===== src/rtl/sbram_pkg.sv =====
package sbram_pkg;
  typedef enum logic [2:0] {
    CK_IDLE  = 3'd0,
    CK_LOAD  = 3'd1,
    CK_STEP  = 3'd2,
    CK_HOLD  = 3'd3,
    CK_DESEL = 3'd4
  } cyc_kind_e;
endpackage


===== src/rtl/sbram_cycle_ctl.sv =====
module sbram_cycle_ctl
  import sbram_pkg::*;
#(
  parameter int LANES = 2
) (
  input  logic             clk,
  input  logic             rst_n,
  input  logic             sel_a_n,
  input  logic             sel_b_n,
  input  logic             sel_c,
  input  logic             load_p_n,
  input  logic             load_c_n,
  input  logic             burst_next_n,
  input  logic             wr_all_n,
  input  logic             lane_gate_n,
  input  logic [LANES-1:0] lane_sel_n,
  input  logic             active,
  output cyc_kind_e        kind,
  output logic [LANES-1:0] lane_we,
  output logic             rd_req
);
  logic             sel_ok;
  logic             p_go;
  logic             c_go;
  logic [LANES-1:0] lanes_req;
  logic             wr_any;

  assign sel_ok = ~sel_a_n & ~sel_b_n & sel_c;
  assign p_go   = ~load_p_n & ~sel_a_n;
  assign c_go   = ~load_c_n;

  always_comb begin
    if (!wr_all_n)        lanes_req = '1;
    else if (!lane_gate_n) lanes_req = ~lane_sel_n;
    else                  lanes_req = '0;
  end
  assign wr_any = |lanes_req;

  always_comb begin
    kind    = CK_IDLE;
    lane_we = '0;
    rd_req  = 1'b0;
    if (p_go) begin
      kind   = sel_ok ? CK_LOAD : CK_DESEL;
      rd_req = sel_ok;
    end else if (c_go) begin
      kind    = sel_ok ? CK_LOAD : CK_DESEL;
      lane_we = sel_ok ? lanes_req : '0;
      rd_req  = sel_ok & ~wr_any;
    end else if (active) begin
      kind    = burst_next_n ? CK_HOLD : CK_STEP;
      lane_we = lanes_req;
      rd_req  = ~wr_any;
    end
  end

  AST_PROC_READS_ONLY: assert property (@(posedge clk) disable iff (!rst_n)
    (!load_p_n && !sel_a_n) |-> (lane_we == '0));
  AST_PROC_GATED: assert property (@(posedge clk) disable iff (!rst_n)
    (sel_a_n && load_c_n && !active) |-> (kind == CK_IDLE));
endmodule


===== src/rtl/sbram_burst_ctr.sv =====
module sbram_burst_ctr
  import sbram_pkg::*;
#(
  parameter int ADDR_W = 8,
  parameter int BEAT_W = 2
) (
  input  logic              clk,
  input  logic              rst_n,
  input  cyc_kind_e         kind,
  input  logic [ADDR_W-1:0] load_addr,
  input  logic              interleave,
  output logic [ADDR_W-1:0] acc_addr,
  output logic [ADDR_W-1:0] addr_q,
  output logic              active
);
  localparam int HI_W = ADDR_W - BEAT_W;

  logic [BEAT_W-1:0] start_q;
  logic [BEAT_W-1:0] beat_q;
  logic [BEAT_W-1:0] beat_nx;
  logic [BEAT_W-1:0] low_nx;
  logic [HI_W-1:0]   hi_q;

  assign hi_q    = addr_q[ADDR_W-1:BEAT_W];
  assign beat_nx = beat_q + BEAT_W'(1);
  assign low_nx  = interleave ? (start_q ^ beat_nx) : (start_q + beat_nx);

  always_comb begin
    case (kind)
      CK_LOAD: acc_addr = load_addr;
      CK_STEP: acc_addr = {hi_q, low_nx};
      default: acc_addr = addr_q;
    endcase
  end

  always_ff @(posedge clk or negedge rst_n) begin
    if (!rst_n) begin
      addr_q  <= '0;
      start_q <= '0;
      beat_q  <= '0;
      active  <= 1'b0;
    end else begin
      case (kind)
        CK_LOAD: begin
          addr_q  <= load_addr;
          start_q <= load_addr[BEAT_W-1:0];
          beat_q  <= '0;
          active  <= 1'b1;
        end
        CK_STEP: begin
          addr_q <= acc_addr;
          beat_q <= beat_nx;
        end
        CK_DESEL: active <= 1'b0;
        default: ;
      endcase
    end
  end

  AST_LOAD_TAKES_ADDR: assert property (@(posedge clk) disable iff (!rst_n)
    (kind == CK_LOAD) |=> (addr_q == $past(load_addr)));
  AST_STEP_KEEPS_UPPER: assert property (@(posedge clk) disable iff (!rst_n)
    (kind == CK_STEP) |=> (hi_q == $past(hi_q)));
  AST_WAIT_HOLDS: assert property (@(posedge clk) disable iff (!rst_n)
    (kind == CK_HOLD) |=> $stable(addr_q));
  AST_WRAP_TO_START: assert property (@(posedge clk) disable iff (!rst_n)
    (kind == CK_STEP && beat_q == '1) |=> (addr_q[BEAT_W-1:0] == start_q));
endmodule


===== src/rtl/sbram_array.sv =====
module sbram_array #(
  parameter int ADDR_W = 8,
  parameter int LANES  = 2,
  parameter int LANE_W = 9
) (
  input  logic                    clk,
  input  logic                    rst_n,
  input  logic [ADDR_W-1:0]       wr_addr,
  input  logic [LANES-1:0]        lane_we,
  input  logic [LANES*LANE_W-1:0] wdata,
  input  logic                    rd_req,
  input  logic [ADDR_W-1:0]       rd_addr,
  output logic [LANES*LANE_W-1:0] rd_data,
  output logic                    rd_vld
);
  localparam int DEPTH = 1 << ADDR_W;

  logic rd_pend_q;

  always_ff @(posedge clk or negedge rst_n) begin
    if (!rst_n) begin
      rd_pend_q <= 1'b0;
      rd_vld    <= 1'b0;
    end else begin
      rd_pend_q <= rd_req;
      rd_vld    <= rd_pend_q;
    end
  end

  for (genvar g = 0; g < LANES; g++) begin : g_lane
    logic [LANE_W-1:0] cells [DEPTH];
    logic [LANE_W-1:0] lane_q;

    always_ff @(posedge clk) begin
      if (lane_we[g]) cells[wr_addr] <= wdata[g*LANE_W +: LANE_W];
    end

    always_ff @(posedge clk or negedge rst_n) begin
      if (!rst_n)         lane_q <= '0;
      else if (rd_pend_q) lane_q <= cells[rd_addr];
    end

    assign rd_data[g*LANE_W +: LANE_W] = lane_q;
  end

  AST_READ_ONE_LATER: assert property (@(posedge clk) disable iff (!rst_n)
    rd_req |=> ##1 rd_vld);
endmodule


===== src/rtl/sbram_addr_ctrl.sv =====
module sbram_addr_ctrl
  import sbram_pkg::*;
#(
  parameter int ADDR_W = 8,
  parameter int LANES  = 2,
  parameter int LANE_W = 9,
  parameter int BEAT_W = 2
) (
  input  logic                    clk,
  input  logic                    rst_n,
  input  logic                    sel_a_n,
  input  logic                    sel_b_n,
  input  logic                    sel_c,
  input  logic                    load_p_n,
  input  logic                    load_c_n,
  input  logic                    burst_next_n,
  input  logic                    wr_all_n,
  input  logic                    lane_gate_n,
  input  logic [LANES-1:0]        lane_sel_n,
  input  logic                    seq_interleave,
  input  logic [ADDR_W-1:0]       addr_in,
  input  logic [LANES*LANE_W-1:0] wdata,
  input  logic                    out_en_n,
  output logic [LANES*LANE_W-1:0] rdata,
  output logic [ADDR_W-1:0]       mem_addr
);
  localparam int DATA_W = LANES * LANE_W;

  cyc_kind_e         kind;
  logic [LANES-1:0]  lane_we;
  logic              rd_req;
  logic              active;
  logic [ADDR_W-1:0] acc_addr;
  logic [DATA_W-1:0] rd_q;
  logic              rd_vld;

  sbram_cycle_ctl #(.LANES(LANES)) u_ctl (
    .clk          (clk),
    .rst_n        (rst_n),
    .sel_a_n      (sel_a_n),
    .sel_b_n      (sel_b_n),
    .sel_c        (sel_c),
    .load_p_n     (load_p_n),
    .load_c_n     (load_c_n),
    .burst_next_n (burst_next_n),
    .wr_all_n     (wr_all_n),
    .lane_gate_n  (lane_gate_n),
    .lane_sel_n   (lane_sel_n),
    .active       (active),
    .kind         (kind),
    .lane_we      (lane_we),
    .rd_req       (rd_req)
  );

  sbram_burst_ctr #(.ADDR_W(ADDR_W), .BEAT_W(BEAT_W)) u_ctr (
    .clk        (clk),
    .rst_n      (rst_n),
    .kind       (kind),
    .load_addr  (addr_in),
    .interleave (seq_interleave),
    .acc_addr   (acc_addr),
    .addr_q     (mem_addr),
    .active     (active)
  );

  sbram_array #(.ADDR_W(ADDR_W), .LANES(LANES), .LANE_W(LANE_W)) u_mem (
    .clk     (clk),
    .rst_n   (rst_n),
    .wr_addr (acc_addr),
    .lane_we (lane_we),
    .wdata   (wdata),
    .rd_req  (rd_req),
    .rd_addr (mem_addr),
    .rd_data (rd_q),
    .rd_vld  (rd_vld)
  );

  assign rdata = (rd_vld && !out_en_n) ? rd_q : '0;

  AST_IDLE_NO_WRITE: assert property (@(posedge clk) disable iff (!rst_n)
    (!active && load_p_n && load_c_n) |-> (lane_we == '0));
  AST_ALL_LANES: assert property (@(posedge clk) disable iff (!rst_n)
    (!wr_all_n && !load_c_n && load_p_n && !sel_a_n && !sel_b_n && sel_c)
      |-> (&lane_we));
endmodule


===== config.mk =====
export PLATFORM = sky130hd
export DESIGN_NAME = sbram_addr_ctrl
export DESIGN_NICKNAME = d
export VERILOG_FILES = /design/src/rtl/sbram_pkg.sv /design/src/rtl/sbram_cycle_ctl.sv /design/src/rtl/sbram_burst_ctr.sv /design/src/rtl/sbram_array.sv /design/src/rtl/sbram_addr_ctrl.sv
export SDC_FILE = /design/constraint.sdc
export NUM_CORES = 2
export LEC_CHECK = 0
export BUFFER_PORTS_ARGS = -buffer_cell sky130_fd_sc_hd__buf_2
export CAP_MARGIN = 10
export CORE_MARGIN = 2
export CORE_UTILIZATION = 46
export CTS_CLUSTER_SIZE = 30
export DETAILED_ROUTE_END_ITERATION = 16
export PLACE_DENSITY = 0.61
export RECOVER_POWER = 50
export SLEW_MARGIN = 20
export SYNTH_ARGS = -nofsm -noshare
export SYNTH_HDL_FRONTEND = slang
export SYNTH_MEMORY_MAX_BITS = 65536
export SYNTH_SLANG_ARGS = --single-unit

===== constraint.sdc =====
create_clock -name clk -period 4.55 [get_ports clk]
set_clock_uncertainty 0.2 [all_clocks]
set_input_delay 0 -clock clk [delete_from_list [all_inputs] [get_ports clk]]
set_output_delay 0 -clock clk [all_outputs]
set_load 0.02 [all_outputs]

==> impl_metrics.ini <==
[run_status]
outcome = finished, violations left
violations = max-capacitance violations, max-slew violations

[setup_path]
cp-end-kind = flop
crit_path_max_fanout = 18
path_cells = buf_4, nand2b_1, or2_1, o22ai_1, a32oi_1, o21ai_0, nor3_1, a41o_1
start_kind = flop
crit_required_ps = 5270
arrival_ps = 5260
critical_path_class = flop to flop
max_stage_delay_ps = 910
critical-path-slowest-cell = nor3_1

[placement]
portBuffers = 65
dp_slack_ps = 45.0
dpl.cell_count = 14300
gp_congestion = 0.883
place_area_sq_mm = 0.192
hpwl_microns = 334000

[detailed_routing]
wl_per_cell_microns = 34.9
ant_nets = 0
drt-total-wl_microns = 530000
drt_pass1_iterations = 5
dr.first_iter.drc_count = 15000
vias = 95500
vias_per_cell = 6.27
route.detailed.drc = 0

[clock_tree]
cts_made_buffers = 452
cts_tree = built
ctsHtreeMaxLevel = 5
insertion_delay_ps = 1000
cts_root_buf = clkbuf_16
clock_path_buffers = 4
cts.clk_slew.worst_paths_ps = 70
clkSinkCount = 4641
post_cts_buffers = 0

[final_layout]
final_cells = 15200
final_common_cell = edfxtp_1
finalInstanceArea_sq_mm = 0.207
multi_input_area_sq_mm = 0.0378
nNetsFinal = 9661
drive_gt1_frac = 0.269
final_cell_mix = edfxtp_1, mux4_2, buf_4
final_util = 0.533
area_delta_synth_final_pct = 15.4
fillers = 29800
regArea_sq_mm = 0.139

[logic_synthesis]
synthFlopType = edfxtp_1
synth.distinct_cells = 71
syn_nets = 8650
ys_ff_latch = 4641
muxShareOfSynthArea = 0.150
synthCells = 8609
synth_fa_ha_area_frac = 0.0000696
synth-edff-count = 4608
syn_area_per_cell_sq_um = 20.9
synth_warnings = 0
synth_compound_area_frac = 0.0344
yosysSeqAreaShare = 0.775
synth_top_family_by_area = multiplexers
synth_area_leaders = edfxtp_1, mux4_2, mux2i_1
netlist.area_leader.share = 0.770
yosys.area_share.simple = 0.0239
synthXorXnorAreaFrac = 0.000174
synth_top_area_cell = edfxtp_1
synth_area_sq_mm = 0.180
async_flop_share = 0.00711

[sta]
tns_ps = 0
worstMarginPinSlew_ps = 4360
rsz0062_at_grt = no
setup_viol = 0
max_slew_margin = -1.91
fmax_mhz = 220
hold_viol_final = 0
drv_slew = 2924
hold_ws_ps = 256
timing.final.crit_share = 0.998
setup_slack_ps = 10.7
finalCriticalPeriod_ps = 4540

[power_and_ir_drop]
cellPowerDensity_mw_per_mm2 = 494
p_leak_nw = 67.6
fin_total_pwr_mw = 102
ir_drop_mv = 0.371

[die]
coreArea_sq_mm = 0.389
initial_core_util = 0.462
rows = 229
dieArea_sq_mm = 0.396
die_height_microns = 629
die_w_microns = 629
boundaryPins = 66

[grt]
grt_overflow = 0
grt_max_degree = 142
grt_antenna_before_repair = 49
gr-usage-all-layers = 0.264
grt_pass1_wl_microns = 738000
grt_pass1_vias = 93600

[min_path]
hold_class = input pin to flop

[job]
maxCapViolCount = 34
worst paths after layout:
kind	cells after the start	start	end	slack, ps
max in group asynchronous	4	rst_n	u_ctr.addr_q[2]	690
max	8	u_ctr.addr_q[4]	u_mem.g_lane[0].lane_q[3]	10
max reg2reg	8	u_ctr.addr_q[4]	u_mem.g_lane[0].lane_q[3]	10
min	4	load_p_n	u_mem.rd_pend_q	260
min reg2reg	1	u_mem.g_lane[1].lane_q[1]	u_mem.g_lane[1].lane_q[1]	370
min in group asynchronous	4	rst_n	u_mem.rd_vld	1110
sequential cells by signal (all words and copies together) (netlist names):
name	count
u_ctr.active	1
u_mem.rd_pend_q	1
u_ctr.addr_q	8
u_mem.g_lane.lane_q	18
u_ctr.beat_q	2
u_mem.g_lane.cells	4608
u_mem.rd_vld	1
u_ctr.start_q	2
cell usage after synthesis (44+ instances only):
cell type / n
a211oi_1: 65
a21oi_1: 130
a221oi_1: 44
a22oi_1: 141
a31oi_1: 62
buf_2: 177
buf_4: 90
clkbuf_1: 204
edfxtp_1: 4608
mux2i_1: 516
mux4_2: 964
nand2_1: 210
nand3_1: 59
nor2_1: 607
nor3_1: 52
o21ai_0: 120
o221ai_1: 69
o22ai_1: 135
kinds of logic after synthesis:
family	count (synthesis)
flip-flops	4641
multiplexers	1488
AND/OR/NAND/NOR	1030
AO/OA/AOI/OAI	899
buffers and inverters	548
XOR/XNOR	2
adder cells (fa/ha/maj)	1
where the power goes:
group          internal (mW)  leakage, nW  switching [mW]
registers               47.2         41.8           0.363
clock network           21.0         7.11            16.2
logic                   6.78         18.6            11.0
total                   75.0         67.6            27.5
worst max-delay path: cells and delay by family (launching register included):
kind	cells	cell delay, ps
simple gates	3	1930
compound gates	4	1390
flops	1	630
buf+inv	1	300
cell type report:
type                            count  area share
Multi-Input combinational cell   3420       0.182
Antenna cell                       21    0.000254
Inverter                           13    0.000284
Clock buffer                      544      0.0569
Tap cell                         5197      0.0314
Clock inverter                    287      0.0134
Timing Repair Buffer             1092      0.0441
Sequential cell                  4641       0.672
timing repair:
item / 4_1_cts / 5_1_grt
hold buffers: 79 / 2
endpoints found under the hold margin: 4856 / 1
endpoints found under the setup margin: 0 / 88
resized for setup: 0 / 6
routing by layer:
layer	vias up	GRT usage	share of wire
met5	-	0	0.00018
met4	10	0.0993	0.043
met3	899	0.0411	0.095
li1	37900	-	-
met1	51000	0.375	0.39
met2	5584	0.415	0.47
Power figures use the tool's default switching activity.
